<file path="config.mk">
export PLATFORM = sky130hd
export DESIGN_NAME = irq_gather64
export DESIGN_NICKNAME = d
export VERILOG_FILES = /design/src/rtl/irqg_pkg.sv /design/src/rtl/irqg_sync.sv /design/src/rtl/irqg_pend.sv /design/src/rtl/irqg_prio.sv /design/src/rtl/irq_gather64.sv
export SDC_FILE = /design/constraint.sdc
export NUM_CORES = 1
export LEC_CHECK = 0
export BUFFER_PORTS_ARGS = -buffer_cell sky130_fd_sc_hd__buf_4
export CAP_MARGIN = 25
export CORE_MARGIN = 2
export CORE_UTILIZATION = 60
export CTS_CLUSTER_DIAMETER = 100
export DETAILED_ROUTE_END_ITERATION = 7
export PLACE_DENSITY_LB_ADDON = 0.25
export RECOVER_POWER = 100
export SYNTH_ARGS = -nofsm -noshare
export SYNTH_HDL_FRONTEND = slang
export SYNTH_HIERARCHICAL = 1
export SYNTH_SLANG_ARGS = --single-unit
</file>
<file path="constraint.sdc">
create_clock -name clk -period 3.6 [get_ports clk]
set_input_delay 0.72 -clock clk [delete_from_list [all_inputs] [get_ports clk]]
set_output_delay 0.72 -clock clk [all_outputs]
set_load 0.02 [all_outputs]
</file>
<file path="src/rtl/irqg_pkg.sv">
package irqg_pkg;

    localparam int NSRC  = 64;
    localparam int DW    = 32;
    localparam int IDX_W = $clog2(NSRC);

    // register byte offsets
    localparam int OFF_EN_HI   = 'h00;
    localparam int OFF_EN_LO   = 'h04;
    localparam int OFF_PEND_HI = 'h08;
    localparam int OFF_PEND_LO = 'h0C;
    localparam int OFF_ESEL    = 'h10;
    localparam int OFF_VEC     = 'h14;

    // edge-select bits that belong to a source (pins 8..14, port C 16..31)
    localparam logic [DW-1:0] ESEL_WMASK = 32'hFFFF_7F00;

    typedef enum logic [1:0] {
        CLS_INTERNAL,
        CLS_EXTPIN,
        CLS_PORTC,
        CLS_RESERVED
    } src_class_e;

    typedef enum logic [1:0] {
        SENSE_OFF,
        SENSE_LEVEL,
        SENSE_FALL,
        SENSE_BOTH
    } sense_e;

    function automatic src_class_e src_class(input int s);
        if (s == 0 || s == 31)        return CLS_RESERVED;
        else if (s >= 19 && s <= 25)  return CLS_EXTPIN;
        else if (s >= 48)             return CLS_PORTC;
        else                          return CLS_INTERNAL;
    endfunction

    // 1 when the source lives in the high half
    function automatic bit src_in_hi(input int s);
        return (s < 16) || (s >= 32 && s < 48);
    endfunction

    // bit position of the source inside its half
    function automatic int src_bitpos(input int s);
        if (s == 0)       return 0;
        else if (s < 16)  return 16 - s;
        else if (s < 19)  return 18 - s;
        else if (s < 31)  return 33 - s;
        else if (s == 31) return 0;
        else if (s < 48)  return 63 - s;
        else              return s - 32;
    endfunction

    // edge-select bit used by a programmable source
    function automatic int esel_pos(input int s);
        if (s >= 19 && s <= 25) return 33 - s;
        else if (s >= 48)       return s - 32;
        else                    return 0;
    endfunction

endpackage

</file>
<file path="src/rtl/irqg_sync.sv">
module irqg_sync #(
    parameter int W     = 64,
    parameter int DEPTH = 2
) (
    input  logic         clk,
    input  logic         rst_n,
    input  logic [W-1:0] din_n,
    output logic [W-1:0] sync_n,
    output logic [W-1:0] prev_n
);

    logic [W-1:0] stg [DEPTH];

    always_ff @(posedge clk or negedge rst_n) begin
        if (!rst_n) begin
            stg[0] <= '1;
        end else begin
            stg[0] <= din_n;
        end
    end

    for (genvar i = 1; i < DEPTH; i++) begin : g_stage
        always_ff @(posedge clk or negedge rst_n) begin
            if (!rst_n) begin
                stg[i] <= '1;
            end else begin
                stg[i] <= stg[i-1];
            end
        end
    end

    always_ff @(posedge clk or negedge rst_n) begin
        if (!rst_n) begin
            prev_n <= '1;
        end else begin
            prev_n <= stg[DEPTH-1];
        end
    end

    assign sync_n = stg[DEPTH-1];

endmodule

</file>
<file path="src/rtl/irqg_pend.sv">
module irqg_pend
    import irqg_pkg::*;
#(
    parameter int N = 64
) (
    input  logic         clk,
    input  logic         rst_n,
    input  logic [N-1:0] sync_n,
    input  logic [N-1:0] prev_n,
    input  sense_e       mode [N],
    input  logic [N-1:0] clr,
    output logic [N-1:0] pend
);

    for (genvar s = 0; s < N; s++) begin : g_bit
        logic pq;
        logic nxt;

        always_comb begin
            unique case (mode[s])
                SENSE_OFF:   nxt = 1'b0;
                SENSE_LEVEL: nxt = ~sync_n[s];
                SENSE_FALL:  nxt = (pq & ~clr[s]) | (prev_n[s] & ~sync_n[s]);
                SENSE_BOTH:  nxt = (pq & ~clr[s]) | (prev_n[s] ^ sync_n[s]);
                default:     nxt = 1'b0;
            endcase
        end

        always_ff @(posedge clk or negedge rst_n) begin
            if (!rst_n) begin
                pq <= 1'b0;
            end else begin
                pq <= nxt;
            end
        end

        assign pend[s] = pq;

        AST_EDGE_HOLD: assert property (@(posedge clk) disable iff (!rst_n)
            ((mode[s] == SENSE_FALL || mode[s] == SENSE_BOTH) && pq && !clr[s]) |=> pq);
        AST_FALL_ONLY: assert property (@(posedge clk) disable iff (!rst_n)
            (mode[s] == SENSE_FALL && !pq && !(prev_n[s] && !sync_n[s])) |=> !pq);
        AST_BOTH_RISE: assert property (@(posedge clk) disable iff (!rst_n)
            (mode[s] == SENSE_BOTH && !prev_n[s] && sync_n[s]) |=> pq);
        AST_OFF_IDLE: assert property (@(posedge clk) disable iff (!rst_n)
            (mode[s] == SENSE_OFF) |=> !pq);
    end

endmodule

</file>
<file path="src/rtl/irqg_prio.sv">
module irqg_prio #(
    parameter int N = 64
) (
    input  logic                 clk,
    input  logic                 rst_n,
    input  logic [N-1:0]         act,
    output logic [$clog2(N)-1:0] idx
);

    localparam int IW = $clog2(N);

    always_comb begin
        idx = '0;
        for (int i = N - 1; i >= 0; i--) begin
            if (act[i]) idx = IW'(i);
        end
    end

    AST_VEC_LOWEST: assert property (@(posedge clk) disable iff (!rst_n)
        (act & ((N'(1) << idx) - N'(1))) == '0);
    AST_VEC_ACTIVE: assert property (@(posedge clk) disable iff (!rst_n)
        (idx != '0) |-> act[idx]);

endmodule

</file>
<file path="src/rtl/irq_gather64.sv">
module irq_gather64
    import irqg_pkg::*;
#(
    parameter int ADDR_W     = 8,
    parameter int SYNC_DEPTH = 2
) (
    input  logic              clk,
    input  logic              rst_n,
    input  logic [NSRC-1:0]   src_n,
    input  logic              reg_wr,
    input  logic [ADDR_W-1:0] reg_addr,
    input  logic [DW-1:0]     reg_wdata,
    output logic [DW-1:0]     reg_rdata,
    output logic              cpu_irq
);

    localparam logic [ADDR_W-1:0] A_EN_HI   = ADDR_W'(OFF_EN_HI);
    localparam logic [ADDR_W-1:0] A_EN_LO   = ADDR_W'(OFF_EN_LO);
    localparam logic [ADDR_W-1:0] A_PEND_HI = ADDR_W'(OFF_PEND_HI);
    localparam logic [ADDR_W-1:0] A_PEND_LO = ADDR_W'(OFF_PEND_LO);
    localparam logic [ADDR_W-1:0] A_ESEL    = ADDR_W'(OFF_ESEL);
    localparam logic [ADDR_W-1:0] A_VEC     = ADDR_W'(OFF_VEC);

    logic [DW-1:0]    en_hi, en_lo, esel_q;
    logic [DW-1:0]    pend_hi_w, pend_lo_w;
    logic [NSRC-1:0]  sync_n, prev_n;
    logic [NSRC-1:0]  pend, en_src, clr_src, act;
    logic [IDX_W-1:0] vec_idx;
    sense_e           mode [NSRC];
    logic             pw_hi, pw_lo;

    assign pw_hi = reg_wr && (reg_addr == A_PEND_HI);
    assign pw_lo = reg_wr && (reg_addr == A_PEND_LO);

    // software-visible configuration
    always_ff @(posedge clk or negedge rst_n) begin
        if (!rst_n) begin
            en_hi  <= '0;
            en_lo  <= '0;
            esel_q <= '0;
        end else if (reg_wr) begin
            if (reg_addr == A_EN_HI) en_hi  <= reg_wdata;
            if (reg_addr == A_EN_LO) en_lo  <= reg_wdata;
            if (reg_addr == A_ESEL)  esel_q <= reg_wdata & ESEL_WMASK;
        end
    end

    irqg_sync #(.W(NSRC), .DEPTH(SYNC_DEPTH)) u_sync (
        .clk    (clk),
        .rst_n  (rst_n),
        .din_n  (src_n),
        .sync_n (sync_n),
        .prev_n (prev_n)
    );

    // per-source map between source order and register halves
    for (genvar s = 0; s < NSRC; s++) begin : g_src
        localparam src_class_e CLS   = src_class(s);
        localparam bit         IN_HI = src_in_hi(s);
        localparam int         BP    = src_bitpos(s);
        localparam int         EB    = esel_pos(s);

        if (CLS == CLS_RESERVED) begin : g_rsv
            assign mode[s]    = SENSE_OFF;
            assign en_src[s]  = 1'b0;
            assign clr_src[s] = 1'b0;
        end else begin : g_live
            if (CLS == CLS_EXTPIN) begin : g_ext
                assign mode[s] = esel_q[EB] ? SENSE_FALL : SENSE_LEVEL;
            end else if (CLS == CLS_PORTC) begin : g_pc
                assign mode[s] = esel_q[EB] ? SENSE_FALL : SENSE_BOTH;
            end else begin : g_int
                assign mode[s] = SENSE_LEVEL;
            end

            if (IN_HI) begin : g_hi
                assign en_src[s]     = en_hi[BP];
                assign clr_src[s]    = pw_hi & reg_wdata[BP];
                assign pend_hi_w[BP] = pend[s];
            end else begin : g_lo
                assign en_src[s]     = en_lo[BP];
                assign clr_src[s]    = pw_lo & reg_wdata[BP];
                assign pend_lo_w[BP] = pend[s];
            end
        end
    end

    // bit positions with no source behind them
    assign pend_hi_w[0]  = 1'b0;
    assign pend_lo_w[15] = 1'b0;

    irqg_pend #(.N(NSRC)) u_pend (
        .clk    (clk),
        .rst_n  (rst_n),
        .sync_n (sync_n),
        .prev_n (prev_n),
        .mode   (mode),
        .clr    (clr_src),
        .pend   (pend)
    );

    assign act = pend & en_src;

    irqg_prio #(.N(NSRC)) u_prio (
        .clk   (clk),
        .rst_n (rst_n),
        .act   (act),
        .idx   (vec_idx)
    );

    assign cpu_irq = |act;

    always_comb begin
        case (reg_addr)
            A_EN_HI:   reg_rdata = en_hi;
            A_EN_LO:   reg_rdata = en_lo;
            A_PEND_HI: reg_rdata = pend_hi_w;
            A_PEND_LO: reg_rdata = pend_lo_w;
            A_ESEL:    reg_rdata = esel_q;
            A_VEC:     reg_rdata = {vec_idx, {(DW-IDX_W){1'b0}}};
            default:   reg_rdata = '0;
        endcase
    end

    AST_IRQ_MATCHES_VEC: assert property (@(posedge clk) disable iff (!rst_n)
        cpu_irq == (vec_idx != '0));
    AST_ESEL_RSVD_ZERO: assert property (@(posedge clk) disable iff (!rst_n)
        (esel_q & ~ESEL_WMASK) == '0);
    AST_VEC_WR_IGNORED: assert property (@(posedge clk) disable iff (!rst_n)
        (reg_wr && reg_addr == A_VEC) |=> ($stable(en_hi) && $stable(en_lo) && $stable(esel_q)));

endmodule

</file>
# After elaboration in Yosys (flattened, before gate mapping)

Index checks and enable logic that the tools add are counted.

Reduce and logical (&&, ||, !) cells: 29
Muxes and demuxes: 111
Equal/unequal tests: 74
Bitwise logic cells: 224

Operators with widths:

| cell                 | count |
|---|---|
| $mux W6              | 64 |
| $pmux W32 S6         | 1 |
| $eq A2 B2 Y1 const B | 46 |
| $pmux W1 S4          | 23 |
| $not A1 Y1           | 85 |
| $and A1 B1 Y1        | 69 |
| $and A64 B64 Y64     | 1 |
| $reduce_or A64 Y1    | 1 |
| $eq A2 B1 Y1 const B | 23 |
| $logic_not A2 Y1     | 23 |
| $or A1 B1 Y1         | 46 |
| $xor A1 B1 Y1        | 23 |
| $eq A8 B4 Y1 const B | 2 |
| $eq A8 B5 Y1 const B | 2 |
| $mux W1              | 16 |
| $mux W2              | 7 |
| $eq A8 B3 Y1 const B | 1 |
| $logic_not A8 Y1     | 1 |
| $reduce_and A2 Y1    | 3 |
| $logic_and A1 B1 Y1  | 1 |

Output and inout bits: 33
Register bits after elaboration: 341
Bits of input ports: 107

# Depth between registers and ports, before layout

Depth in word-level cells: 66
Mapped depth: 11
Mapped depth without buffers: 10

# By module

Netlist, hierarchy kept.

By module, submodules not included:

| module       | area each (µm²) | cells each | instances |
|---|---|---|---|
| irq_gather64 | 5841.9          | 558        | 1 |
| irqg_sync    | 5525.3          | 256        | 1 |
| irqg_pend    | 5011.1          | 576        | 1 |
| irqg_prio    | 825.8           | 147        | 1 |

# Worst setup path after synthesis

No wires, ideal clock.

Path kind: input -> output
Start: in reg_addr[0]
End: out reg_rdata[8]
Path slack: 0.298 ns
Arrival: 2.582 ns
Buffers on the path: 3
Required time: 2.880 ns
Stages on the path: 6
Cell sequence: or4_1 buf_2 or3_1 clkbuf_1 clkbuf_1 o21ai_0

Longest elaborated chain between the ends: 2

Ends and longest elaborated chain:

| what                                 | line                | source |
|---|---|---|
| from (decl)                          | irq_gather64.sv:11  | `input logic [ADDR_W-1:0] reg_addr,` |
| $eq A8 B5 Y1 (tied with other cells) | irq_gather64.sv:114 | `case (reg_addr)` |
| $pmux W32 S6 (*)                     | irq_gather64.sv:114 |  |
| to (decl)                            | irq_gather64.sv:13  | `output logic [DW-1:0] reg_rdata,` |

Every way passes the cells marked *; elsewhere a longest branch is shown, timed or not.

# Worst setup path after layout

Start: reg u_pend.g_bit[47].pq
End: out reg_rdata[27]

Longest elaborated chain between the ends: 50

Ends and longest elaborated chain:

| what                   | line                | source |
|---|---|---|
| from (decl)            | irqg_pend.sv:16     | `logic pq;` |
| from (signal assigned) | irqg_pend.sv:33     | `pq <= nxt;` |
| $and A64 B64 Y64       | irq_gather64.sv:102 | `assign act = pend & en_src;` |
| via act[47]            | irq_gather64.sv:27  | `logic [NSRC-1:0] pend, en_src, clr_src, act;` |
| $mux W6 (48 in a row)  | irqg_prio.sv:15     | `if (act[i]) idx = IW'(i);` |
| via vec_idx[1]         | irq_gather64.sv:28  | `logic [IDX_W-1:0] vec_idx;` |
| $pmux W32 S6           | irq_gather64.sv:114 |  |

The timed path passes the listed nets, and every way through them passes these cells.

==> impl.org <==
** Worst setup path
- Reg-to-reg slack, setup :: about 2200 ps
- Capture point of the worst reg-to-reg path :: u_pend/g_bit[58].pq
- In this run the worst setup path terminates at reg_rdata[27].
- Req. time, crit path :: between 2000 and 3000 ps
- CP Launch Type :: flop
- Tracing the worst setup path back leads to its startpoint at u_pend/g_bit[47].pq.
- The worst register-to-register path has a depth of 5.
- Sort of element at the end of the critical path :: output pin
- Critical R2R Launch :: u_sync/sync_n[58]
- Max FO, Critical Path :: 6
- Crit Path Category :: flop to output pin
- For the worst setup path, the data arrival time is 2920 ps.

** STA
- The count of pins over their slew limit came to roughly 210.
- Upper clock frequency limit :: roughly 0.28 GHz
- Worst-margin pin slew :: roughly 1800 ps
- Slew margin rel. :: -16.98%
- Setup repair after global routing could not meet its margin everywhere.
- Period utilisation layout :: 101.0%
- The clock arrives with between 10 and 15 ps of skew.
- Worst Slack Setup Final :: -35.56 ps
- Final Critical Period :: approximately 3600 ps
- Setup Viol. Count Final :: 1
- The final number of hold-violating endpoints is 0.

** Finish
- Syn-to-layout area delta :: 16.30%
- For this run, the number of standard cells in the final layout without fillers is 2181.
- The repair_antennas step left the layout with diodes totalling 0.
- The post-route netlist has 26.51% of its cells at a drive strength greater than 1.
- Sequential cell area :: around 0.0086 mm2
- Footprint of the multi-input gates :: 0.007382 mm2
- Layout filler cell count :: ~2100
- # nets final :: 1943

** Clocking
- In this run the deepest clock path goes through 3 buffers.
- Hold-fix buffers, CTS :: 0
- Root cell of the clock tree :: clkbuf_16
- CTS saw approximately 340 sinks.
- Clock latency reported for the late side of the worst-skew pair :: around 500 ps
- The H-tree was split into 2 levels.
- CTS clock-pin slew for the worst setup and hold paths :: 60 ps
- TritonCTS clock tree :: done
- TritonCTS created 37 clock buffers.

** Drt
- DRC violation total after the first TritonRoute iteration :: between 700 and 800
- Final WL :: just under 40000 um
- In the final routed layout, each cell accounts on average for roughly 18 um.
- Detailed-router iteration count before antenna repair :: 5
- Detailed routing inserted a total of ~12000 vias.
- The count of nets left with antenna violations once routing finished came out at 0.
- Via/cell ratio :: about 5.4
- Remaining DRCs :: 0

** Power
- Internal power component :: about 7000 uW
- Sequential cells burn 46.0% of the power.
- IR analysis of the VDD net gives a maximum drop of ~430 uV.
- Switching part of the total :: 24.45%
- Total chip power :: about 9200 uW
- Power density normalized to cell area :: approximately 470 mW/mm2
- In this run the power spent charging and discharging nets is about 2200 uW.
- Combinational power share :: a little under an eighth
- In this run the static leakage power is ~0.0094 uW.
- Relative contribution of the clock network to total power :: 42.3%

** Global routing
- Met1 routing resource usage after global routing :: ~36%
- All-layer global routing usage :: around 27%
- Entering global routing, the biggest net connects about 110 pins.
- Global Route met2 Usage :: between 40% and 50%
- The number of antenna violations at the first check in global routing came to 0.
- The via count of the first global-routing pass is 12090.
- met2 is the most crowded layer.
- Met3 layer usage reported by global route :: roughly 5.6%
- GR Overflow Total :: 0
- The first global-routing pass estimated between 60000 and 70000 um of wire.

** Synthesis
- Yosys warning count :: 6
- Avg Inst Size Synth :: 11.17 um2
- Counting every instance in the synthesized netlist gives approximately 1500.
- After synthesis the cells add up to approximately 0.017 mm2.

** Floorplanning
- Starting utilization of the core area :: between 60% and 70%
- After floorplanning, the core was divided into between 60 and 70 placement rows.
- The floorplan step set the die width to around 170 um.
- Core area :: around 0.028 mm2
- The die covers around 0.029 mm2.
- Die height :: 171.7 um
- 140 I/O pins were placed.

** Placement
- Number of port buffers :: 137
- The congestion estimate from routability-driven global placement came to 0.8978.
- Sum of net half-perimeters after detailed placement :: around 27000 um
- # placed instances :: 2103

** Status
- Violated checks :: max-capacitance violations, max-slew violations, negative setup slack
- The flow ran to the end, but the final reports show violations.

** Run
- Number of max-capacitance violations reported :: 3

** Worst hold path
- Class of the most critical hold timing path :: input pin to flop
how the worst min path moves through the flow:
| stage | startpoint | end | slack (ps) | cells past startpoint |
|---|---|---|---|---|
| global route | src_n[41] | u_sync/stg[105] | 290 | 1 |
| CTS | rst_n | en_lo[7] | 160 | 1 |
| global placement | u_sync/stg[92] | u_sync/sync_n[28] | 350 | 0 |
| finish | src_n[50] | u_sync/stg[114] | 310 | 1 |
| detailed placement | u_sync/stg[89] | u_sync/sync_n[25] | 350 | 0 |
| floorplan | u_sync/stg[74] | u_sync/sync_n[10] | 350 | 0 |
critical path, stage by stage, from the launching register on:
cell and delay, ps:
dfrtp_1 420, and2_4 180, o31a_1 310, o311ai_2 220, a31oi_1 90, o31a_1 260
mux4_2 500, mux2i_4 220, nor2_2 70, buf_6 130
layout by cell type (no fill, tap or decap), drive strengths merged, types with 16 or more instances in the layout:
cell type,count
conb,215
dfstp,186
inv,164
dfrtp,149
clkbuf,148
mux2,105
buf,84
nor3,76
a21oi,74
and2,70
ha,62
nor2,57
nand2,47
o21ai,42
nand3,38
mux2i,35
nand2b,35
a22o,34
o22ai,33
a22oi,28
or4,17
a221o,16
metrics by stage:
stage / area (um2) / worst slack, ps / setup TNS (ps) / util, % / hold WS (ps)
after detailed placement: 18380 / 159.8 / 0 / 66.32 / 346.8
after CTS: 19810 / -45.94 / -70.15 / 71.49 / 160.3
after floorplan: 17670 / 297.9 / 0 / - / 345.2
after global placement: 18380 / 198.1 / 0 / 66.32 / 345.5
final: 19630 / -35.56 / -35.56 / 70.84 / 310.8
after global routing: 19630 / -114.7 / -2593 / 70.84 / 292.2
per-layer routing:
metal,vias to the layer above,share of wire [%]
met4,0,2.5
met1,5804,43
li1,5442,-
met3,71,6.9
met2,355,48
met5,-,0
power by group through the flow:
stage	Sequential [uW]	Clock, uW	Combinational [uW]
6_report	4230	3900	1080
5_1_grt	4260	4140	1190
2_1_floorplan	4220	0	802
4_1_cts	4240	3980	1060
3_3_place_gp	4280	0	978
3_5_place_dp	4300	0	1010
state kept, by name (all words and copies together), names as in the netlist:
register / count
u_pend/g_bit.pq: 62
u_sync/prev_n: 62
u_sync/stg: 62
u_sync/sync_n: 62
en_hi: 32
en_lo: 32
esel_q: 23
final cells by class:
class	instances	area share, %
clock buffer	54	5.521
tap	378	2.410
timing repair buffer	178	6.483
inverter	162	3.098
clock inverter	14	0.9754
sequential	335	43.90
multi-input combinational	1060	37.61
timing repair:
| item | 4_1_cts | 5_1_grt |
|---|---|---|
| resized for setup | 33 | 38 |
| endpoints found under the setup margin | 4 | 6 |
| pin swaps | 8 | 15 |
| setup buffers | 5 | 5 |
(Power assumes the default switching activity.)
